<file path="config.mk">
export PLATFORM = sky130hd
export DESIGN_NAME = dual_region_ptr
export DESIGN_NICKNAME = d
export VERILOG_FILES = /design/src/rtl/dual_region_ptr_pkg.sv /design/src/rtl/ptr_step.sv /design/src/rtl/ext_rom.sv /design/src/rtl/dual_region_ptr.sv
export SDC_FILE = /design/constraint.sdc
export NUM_CORES = 1
export LEC_CHECK = 0
export BUFFER_PORTS_ARGS = -buffer_cell sky130_fd_sc_hd__buf_2
export CAP_MARGIN = 40
export CORE_UTILIZATION = 42
export DETAILED_ROUTE_END_ITERATION = 8
export HOLD_SLACK_MARGIN = 0.06
export PLACE_DENSITY = 0.78
export SLEW_MARGIN = 20
export SYNTH_ARGS = -nofsm -noshare
export SYNTH_HDL_FRONTEND = slang
export SYNTH_SLANG_ARGS = --single-unit
</file>
<file path="constraint.sdc">
create_clock -name clk -period 1.9 [get_ports clk]
set_input_delay 0.095 -clock clk [delete_from_list [all_inputs] [get_ports clk]]
set_output_delay 0.095 -clock clk [all_outputs]
set_load 0.005 [all_outputs]
</file>
<file path="src/rtl/dual_region_ptr_pkg.sv">
package dual_region_ptr_pkg;
    typedef enum logic {
        RGN_ARRAY = 1'b0,
        RGN_EXT   = 1'b1
    } region_e;

    typedef enum logic [1:0] {
        SEL_ARRAY  = 2'd0,
        SEL_SERIAL = 2'd1,
        SEL_ZERO   = 2'd2,
        SEL_BAD    = 2'd3
    } rsel_e;
endpackage

</file>
<file path="src/rtl/ptr_step.sv">
module ptr_step #(
    parameter int ADDR_W = 13,
    parameter int WRAP_W = 5
) (
    input  logic [ADDR_W-1:0] cur_i,
    input  logic              full_i,
    output logic [ADDR_W-1:0] nxt_o
);
    logic [WRAP_W-1:0] low_inc;

    always_comb begin
        low_inc = cur_i[WRAP_W-1:0] + WRAP_W'(1);
        if (full_i)
            nxt_o = cur_i + ADDR_W'(1);
        else
            nxt_o = {cur_i[ADDR_W-1:WRAP_W], low_inc};
    end
endmodule

</file>
<file path="src/rtl/ext_rom.sv">
module ext_rom
    import dual_region_ptr_pkg::*;
#(
    parameter int           EXT_W    = 5,
    parameter int           SN_BYTES = 16,
    parameter logic [SN_BYTES*8-1:0] SERIAL = '0
) (
    input  logic [EXT_W-1:0] off_i,
    input  logic             code_ok_i,
    output rsel_e            sel_o,
    output logic [7:0]       byte_o
);
    localparam int SN_IDX_W = $clog2(SN_BYTES);

    logic [7:0] sn_tbl [SN_BYTES];

    for (genvar k = 0; k < SN_BYTES; k++) begin : g_tbl
        assign sn_tbl[k] = SERIAL[8*k +: 8];
    end

    always_comb begin
        if (!code_ok_i)
            sel_o = SEL_BAD;
        else if (int'(off_i) < SN_BYTES)
            sel_o = SEL_SERIAL;
        else
            sel_o = SEL_ZERO;
    end

    always_comb begin
        unique case (sel_o)
            SEL_SERIAL: byte_o = sn_tbl[off_i[SN_IDX_W-1:0]];
            SEL_ZERO:   byte_o = 8'h00;
            SEL_BAD:    byte_o = 8'hFF;
            default:    byte_o = 8'h00;
        endcase
    end
endmodule

</file>
<file path="src/rtl/dual_region_ptr.sv">
module dual_region_ptr
    import dual_region_ptr_pkg::*;
#(
    parameter int LOAD_W   = 16,
    parameter int ADDR_W   = 13,
    parameter int PAGE_W   = 5,
    parameter int EXT_W    = 5,
    parameter int SN_BYTES = 16,
    parameter int CODE_LO  = 10,
    parameter logic [1:0] EXT_CODE = 2'b10,
    parameter logic [SN_BYTES*8-1:0] SERIAL = 128'h8F7E6D5C4B3A29180716253443526170
) (
    input  logic              clk,
    input  logic              rst_n,
    input  logic              load_i,
    input  logic [LOAD_W-1:0] load_addr_i,
    input  logic              incr_i,
    input  logic              ext_i,
    input  logic              wr_i,
    input  logic [7:0]        arr_rdata_i,
    output logic [ADDR_W-1:0] arr_addr_o,
    output logic [EXT_W-1:0]  ext_off_o,
    output logic [1:0]        rd_sel_o,
    output logic [7:0]        rd_byte_o
);
    region_e           rgn_q, rgn_d;
    logic [ADDR_W-1:0] ptr_q, ptr_d;
    logic [ADDR_W-1:0] page_nxt, ext_nxt, step_nxt;
    logic              code_ok;
    rsel_e             rom_sel, sel;
    logic [7:0]        rom_byte;
    logic              unused_hi;

    assign unused_hi = ^load_addr_i[LOAD_W-1:ADDR_W];

    ptr_step #(.ADDR_W(ADDR_W), .WRAP_W(PAGE_W)) u_page_step (
        .cur_i (ptr_q),
        .full_i(~wr_i),
        .nxt_o (page_nxt)
    );

    ptr_step #(.ADDR_W(ADDR_W), .WRAP_W(EXT_W)) u_ext_step (
        .cur_i (ptr_q),
        .full_i(1'b0),
        .nxt_o (ext_nxt)
    );

    assign code_ok = (ptr_q[CODE_LO+1:CODE_LO] == EXT_CODE);

    ext_rom #(.EXT_W(EXT_W), .SN_BYTES(SN_BYTES), .SERIAL(SERIAL)) u_rom (
        .off_i    (ptr_q[EXT_W-1:0]),
        .code_ok_i(code_ok),
        .sel_o    (rom_sel),
        .byte_o   (rom_byte)
    );

    // next region and next pointer
    always_comb begin
        rgn_d = ext_i ? RGN_EXT : RGN_ARRAY;
        unique case (rgn_q)
            RGN_ARRAY: step_nxt = page_nxt;
            RGN_EXT:   step_nxt = ext_nxt;
            default:   step_nxt = page_nxt;
        endcase
        if (load_i)
            ptr_d = load_addr_i[ADDR_W-1:0];
        else if (incr_i)
            ptr_d = step_nxt;
        else
            ptr_d = ptr_q;
    end

    always_ff @(posedge clk) begin
        if (!rst_n) begin
            rgn_q <= RGN_ARRAY;
            ptr_q <= '0;
        end else begin
            rgn_q <= rgn_d;
            ptr_q <= ptr_d;
        end
    end

    // outputs
    always_comb begin
        unique case (rgn_q)
            RGN_ARRAY: begin
                sel       = SEL_ARRAY;
                rd_byte_o = arr_rdata_i;
            end
            RGN_EXT: begin
                sel       = rom_sel;
                rd_byte_o = rom_byte;
            end
            default: begin
                sel       = SEL_ARRAY;
                rd_byte_o = arr_rdata_i;
            end
        endcase
        rd_sel_o   = sel;
        arr_addr_o = ptr_q;
        ext_off_o  = ptr_q[EXT_W-1:0];
    end

    AST_PTR_HOLD: assert property (@(posedge clk) disable iff (!rst_n)
        (!load_i && !incr_i) |=> $stable(arr_addr_o)) else $error("hold");
    AST_PTR_LOAD: assert property (@(posedge clk) disable iff (!rst_n)
        load_i |=> (arr_addr_o == $past(load_addr_i[ADDR_W-1:0]))) else $error("load");
    AST_BOUNDED_STEP: assert property (@(posedge clk) disable iff (!rst_n)
        (!load_i && incr_i && (wr_i || rgn_q == RGN_EXT))
        |=> (arr_addr_o[ADDR_W-1:PAGE_W] == $past(arr_addr_o[ADDR_W-1:PAGE_W]))) else $error("bound");
    AST_ZERO_TAIL: assert property (@(posedge clk) disable iff (!rst_n)
        (rgn_q == RGN_EXT && code_ok && ext_off_o >= EXT_W'(SN_BYTES)) |-> (rd_byte_o == 8'h00)) else $error("zero");
    AST_BAD_CODE: assert property (@(posedge clk) disable iff (!rst_n)
        (rgn_q == RGN_EXT && !code_ok) |-> (rd_byte_o == 8'hFF && rd_sel_o == 2'd3)) else $error("bad");
    AST_ARRAY_PASS: assert property (@(posedge clk) disable iff (!rst_n)
        (rgn_q == RGN_ARRAY) |-> (rd_byte_o == arr_rdata_i)) else $error("pass");
endmodule

</file>
Word-level counts from Yosys, hierarchy flattened

Memories as Yosys holds them, arrays and structs flattened.
Index checks and enable logic that the tools add are counted.

Add/subtract/negate cells: 2
Magnitude comparators: 2
Equality and inequality tests: 5
Muxes and demuxes: 12
Bitwise logic cells: 2
Reductions and logical operators: 2

Operator list:

| kind                                                             | count |
|---|---|
| 13-bit 2-to-1 mux                                                | 3 |
| 8-bit case mux with 2 select lines                               | 2 |
| 13-bit case mux with 2 select lines                              | 1 |
| 8-bit 2-to-1 mux                                                 | 2 |
| 13-bit by 1-bit adder with 13-bit output (second input constant) | 1 |
| 5-bit by 1-bit adder with 5-bit output (second input constant)   | 1 |
| 5-bit >= comparator (second input constant)                      | 1 |
| 5-bit < comparator (second input constant)                       | 1 |
| 4-bit inverter with 5-bit output                                 | 1 |
| 2-bit == test (second input constant)                            | 2 |
| 2-bit 2-to-1 mux                                                 | 2 |
| 2-bit case mux with 2 select lines                               | 1 |
| 3-bit inequality test (second input constant)                    | 1 |
| 3-bit AND reduction                                              | 1 |
| 2-bit by 1-bit == test with 1-bit output (second input constant) | 1 |
| 2-bit inequality test (second input constant)                    | 1 |
| 2-bit nonzero test                                               | 1 |
| 1-bit 2-to-1 mux                                                 | 1 |
| 1-bit inverter                                                   | 1 |

Register bits: 14
Memory bits (read-only): 128
Input bits: 30
Output and inout port bits: 28
Word-level logic and storage cells: 29
Memories kept: 1

Memory list:

| name             | words | width | rd ports | clocked after Yosys merged registers in | write ports | line          | text |
|---|---|---|---|---|---|---|---|
| (name not given) | 16    | 8     | 1        | 0                                       | 0           | ext_rom.sv:32 | `SEL_SERIAL: byte_o = sn_tbl[off_i[SN_IDX_W-1:0]];` |

Longest topological paths before layout

Depth in word-level cells: 6
Gate-level depth with buffers: 6
Depth with buffers taken out: 5

Cells and area by module

A second synthesis with hierarchy kept.

Cells, all modules: 182
Area, all modules: 1642.8 sq um

Modules (own cells, without submodules):

| module          | times used | cells an instance | area each (sq um) | sequential area each (sq um) |
|---|---|---|---|---|
| dual_region_ptr | 1          | 95                | 968.4             | 280.3 |
| ptr_step        | 2          | 32                | 259.0             | 0.0 |
| ext_rom         | 1          | 23                | 156.4             | 0.0 |

Worst setup path before layout

No wires, ideal clock.

Path type: register to register
Start: reg rgn_q
End: reg ptr_q[11], in the netlist arr_addr_o[11]
Setup time: 0.132 ns
Arrival time: 1.409 ns
Data required time: 1.768 ns
Slack: 0.359 ns
Stages on the path, launching flop included: 7
Buffers on the path: 2
Clock period less this slack: 1.541 ns
Cell sequence: dfxtp_1 buf_2 or3b_1 buf_6 nor4_1 xnor2_1 a21oi_1

Cells in the longest elaborated chain, start to end: 3
Elaborated cells between the ends (all ways): 4
Those cells by class: 2 x eq/ne; 1 x bitwise; 1 x reduce/logical

Ends and longest elaborated chain:

| element                         | line                  | text |
|---|---|---|
| start: declaration              | dual_region_ptr.sv:26 | `region_e rgn_q, rgn_d;` |
| start signal: assignment        | dual_region_ptr.sv:78 | `rgn_q <= rgn_d;` |
| 1-bit inverter                  | dual_region_ptr.sv:60 | `unique case (rgn_q)` |
| 3-bit inequality test (no line) | -                     |  |
| 3-bit AND reduction (no line) * | -                     |  |
| end signal: assignment          | dual_region_ptr.sv:79 | `ptr_q <= ptr_d;` |
| end: declaration                | dual_region_ptr.sv:27 | `logic [ADDR_W-1:0] ptr_q, ptr_d;` |

Mark *: on every way between the ends. The rest lies on a longest branch, timed or not.
A chain may end at the register's enable or synchronous reset.

Final worst setup path

Start: reg ptr_q[0], in the netlist arr_addr_o[0]
End: out rd_byte_o[6]

Cells in the longest elaborated chain, start to end: 6
Elaborated cells between the ends (all ways): 11
Those cells by class: 1 x order compare; 2 x eq/ne; 6 x mux; 1 x bitwise; 1 x memory

Ends and longest elaborated chain:

| element                                                                       | line                         | text |
|---|---|---|
| 5-bit < comparator / 4-bit inverter with 5-bit output (equally long branches) | ext_rom.sv:24, ext_rom.sv:32 |  |
| 2-bit 2-to-1 mux / memory read 16 x 8 bit (equally long branches)             | -                            |  |
| 2-bit 2-to-1 mux / 8-bit 2-to-1 mux (equally long branches)                   | ext_rom.sv:22, ext_rom.sv:32 |  |
| 2-bit == test (tied with other cells)                                         | ext_rom.sv:31                | `unique case (sel_o)` |
| 8-bit case mux with 2 select lines *                                          | ext_rom.sv:31                |  |
| 8-bit case mux with 2 select lines *                                          | dual_region_ptr.sv:85        | `unique case (rgn_q)` |
| end: declaration                                                              | dual_region_ptr.sv:24        | `output logic [7:0] rd_byte_o` |

Mark *: on every way between the ends. The rest lies on a longest branch, timed or not. The select of a mux whose other input is x is not followed.

==> qor.yml <==
gp_congestion: 0.7623
power_density_nw_per_um2: 584.1
cts_max_path_buffers: 2
total_power_uw: 764.5
drv_slew: 0
postCtsSetupBuffers: 0
period_minus_slack_ns: 1.719
worstPathRequired_ns: 1.80
antenna_found_initial: 0
arrival_ns: 1.62
status: "completed"
crit_chain: "buf_4 -> ha_1 -> nor2b_1 -> o22ai_1 -> a21oi_1 -> a21oi_1 -> buf_2"
synthCells: 131
drt_iter0_drc: 45
grt.busiest_layer: "met2"
grt_use_met2: 0.3733
clock-root-buffer: "clkbuf_4"
finalSetupTns_ns: 0
numClockSinks: 14
n_antenna_cell: 0
min_from: "load_addr_i[5]"
final_cell_mix: "buf_2 (54), a21oi_1 (22), dfxtp_1 (14)"
ir_drop_mv: 0.3561
grt_util_met1: 0.2648
holdCritPathClass: "input port to flop"
vias: 1153
critical_path_buf_inv_count: 2
holdPathEnd: "arr_addr_o[5]"
num_rows: 17
grt_max_degree: 24
setup_viol: 0
syn_to_final_growth_pct: 34.97
worst-setup-path-type: "flop to output port"
period_share: 0.9046
start_util: 0.4426
fp.dieH_um: 50.05
use_met3: 0.01852
core_area_um2: 2191
whs_path_depth: 3
fill_cells: 217
layout_commonest_cell: "buf_2"
hold_viol: 0
syn_area_per_cell_um2: 7.402
leakage_uw: 0.0006072
skew_ns: 0.003020
multiInputGateArea_um2: 598.1
reg2reg_to: "arr_addr_o[11]"
cp_common_cell: "a21oi_1"
cts_hold_buf: 4
final-seq-area_um2: 280.3
cts_tree: "done"
max_clock_freq_ghz: 0.5818
numPortBuffers: 54
wl_per_cell_um: 12.25
grt_pass1_vias: 997
drive_gt1_frac: 0.3587
synth_fp_nets: 163
ant_nets: 0
numCtsBuffers: 3
clock_latency_ns: 0.28
htree_levels: 1
path_clk_slew_ns: 0.08
drt-total-wl_um: 2598
ys_types: 29
cp_top_family: "compound AO/OA/AOI/OAI gates"
fin_hold_ws_ns: 0.07350
slew_headroom: 0.5906
cp_max_fo: 9
nets: 217
first_pass_iters: 4
grt_pass1_wl_um: 4167
vias_per_cell: 5.439
ys_ff_latch: 14
grt_overflow: 0
ys_warn_count: 0
synthesis.area_um2: 969.7
rrSetupSlack_ns: 0.29
grt_usage: 0.2139
cts_resized: 0
post-route-drc-count: 0
dp_hpwl_um: 1862
end_kind: "output port"
critical_path.slowest_cell: "dfxtp_1"
r2r_cells: 4
die_w_um: 50.05
max_stage_delay_ns: 0.32
die_area_um2: 2505
rsz0062_at_grt: "no"
drv_cap: 0
ys_seq_area_frac: 0.2890
worst_r2r_startpoint: "arr_addr_o[4]"
worstMarginPinSlew_ns: 0.6135
start_kind: "flop"
design.portCount: 58
per-layer routing:
layer | up-vias | routed length [um]
met4 | 0 | 50
met5 | - | 0
met3 | 7 | 148
met1 | 530 | 1051
li1 | 566 | -
met2 | 50 | 1349
layout make-up:
| type | count | area share |
|---|---|---|
| multi-input combinational | 100 | 0.4570 |
| timing repair buffer | 63 | 0.2658 |
| sequential | 14 | 0.2141 |
| clock buffer | 4 | 0.02772 |
| tap | 28 | 0.02677 |
| inverter | 3 | 0.008604 |
logic make-up (layout without fill, tap and decap cells):
group,Yosys count,after routing,share of synthesized area
muxes,1,1,0.01032
DFF,14,14,0.2890
buffers and inverters,17,70,0.09419
xor gates and xnor gates,12,12,0.1084
adders and majority gates,2,2,0.02580
and+or+nand+nor,45,45,0.2387
AOI/OAI and AO/OA,40,40,0.2336
state kept, by name, indices dropped and copies added, names as in the netlist:
register / count
arr_addr_o: 13
rgn_q: 1
worst max-delay path by stage:
stage                  startpoint              to  depth (start not counted)
floorplan                   rgn_q  arr_addr_o[11]                          6
global placement    arr_addr_o[4]   arr_addr_o[8]                          4
detailed placement  arr_addr_o[4]   arr_addr_o[8]                          4
CTS                 arr_addr_o[0]    rd_byte_o[6]                          7
global route        arr_addr_o[0]    rd_byte_o[6]                          7
finish              arr_addr_o[0]    rd_byte_o[6]                          7
report_power, final:
group	switching, uW	internal [uW]
clock	102	117
sequential	26.0	314
combinational	102	104
cells in the mapped netlist:
| master | count | area [um^2] |
|---|---|---|
| a21oi_1 | 22 | 110.1 |
| dfxtp_1 | 14 | 280.3 |
| nor2_1 | 12 | 45.04 |
| o21ai_0 | 11 | 55.05 |
| nand2_1 | 10 | 37.54 |
| xnor2_1 | 9 | 78.83 |
| clkbuf_1 | 6 | 22.52 |
| buf_4 | 5 | 37.54 |
| nand3_1 | 5 | 25.02 |
| nand4_1 | 5 | 31.28 |
| nor3_1 | 3 | 15.01 |
| nor4_1 | 3 | 18.77 |
| o211a_1 | 3 | 30.03 |
| xor2_1 | 3 | 26.28 |
| and2_1 | 2 | 12.51 |
| ha_1 | 2 | 25.02 |
| inv_1 | 2 | 7.510 |
| nor4_2 | 2 | 25.02 |
| o21a_1 | 2 | 15.01 |
| buf_1 | 1 | 3.750 |
| buf_2 | 1 | 5.000 |
| buf_6 | 1 | 11.26 |
| clkinv_1 | 1 | 3.750 |
| mux2i_1 | 1 | 10.01 |
| nand2b_1 | 1 | 6.260 |
| nor2b_1 | 1 | 6.260 |
| o21ba_2 | 1 | 10.01 |
| o22ai_1 | 1 | 6.260 |
| or3b_1 | 1 | 8.760 |
tightest hold or removal path: cells and delay by family:
| family | cells | cell delay (ns) |
|---|---|---|
| AO/OA/AOI/OAI | 2 | 0.16 |
| buffers and inverters | 1 | 0.07 |
through the flow:
stage | cells | instance area, um^2 | util | setup slack (ns)
3_5_place_dp | 204 | 1232 | 0.5625 | 0.3659
3_3_place_gp | 204 | 1232 | 0.5625 | 0.3981
6_report | 212 | 1309 | 0.5974 | 0.1812
4_1_cts | 212 | 1309 | 0.5974 | 0.1880
2_1_floorplan | 131 | 969.7 | - | 0.3585
5_1_grt | 212 | 1309 | 0.5974 | 0.04193
(Power assumes the default switching activity.)
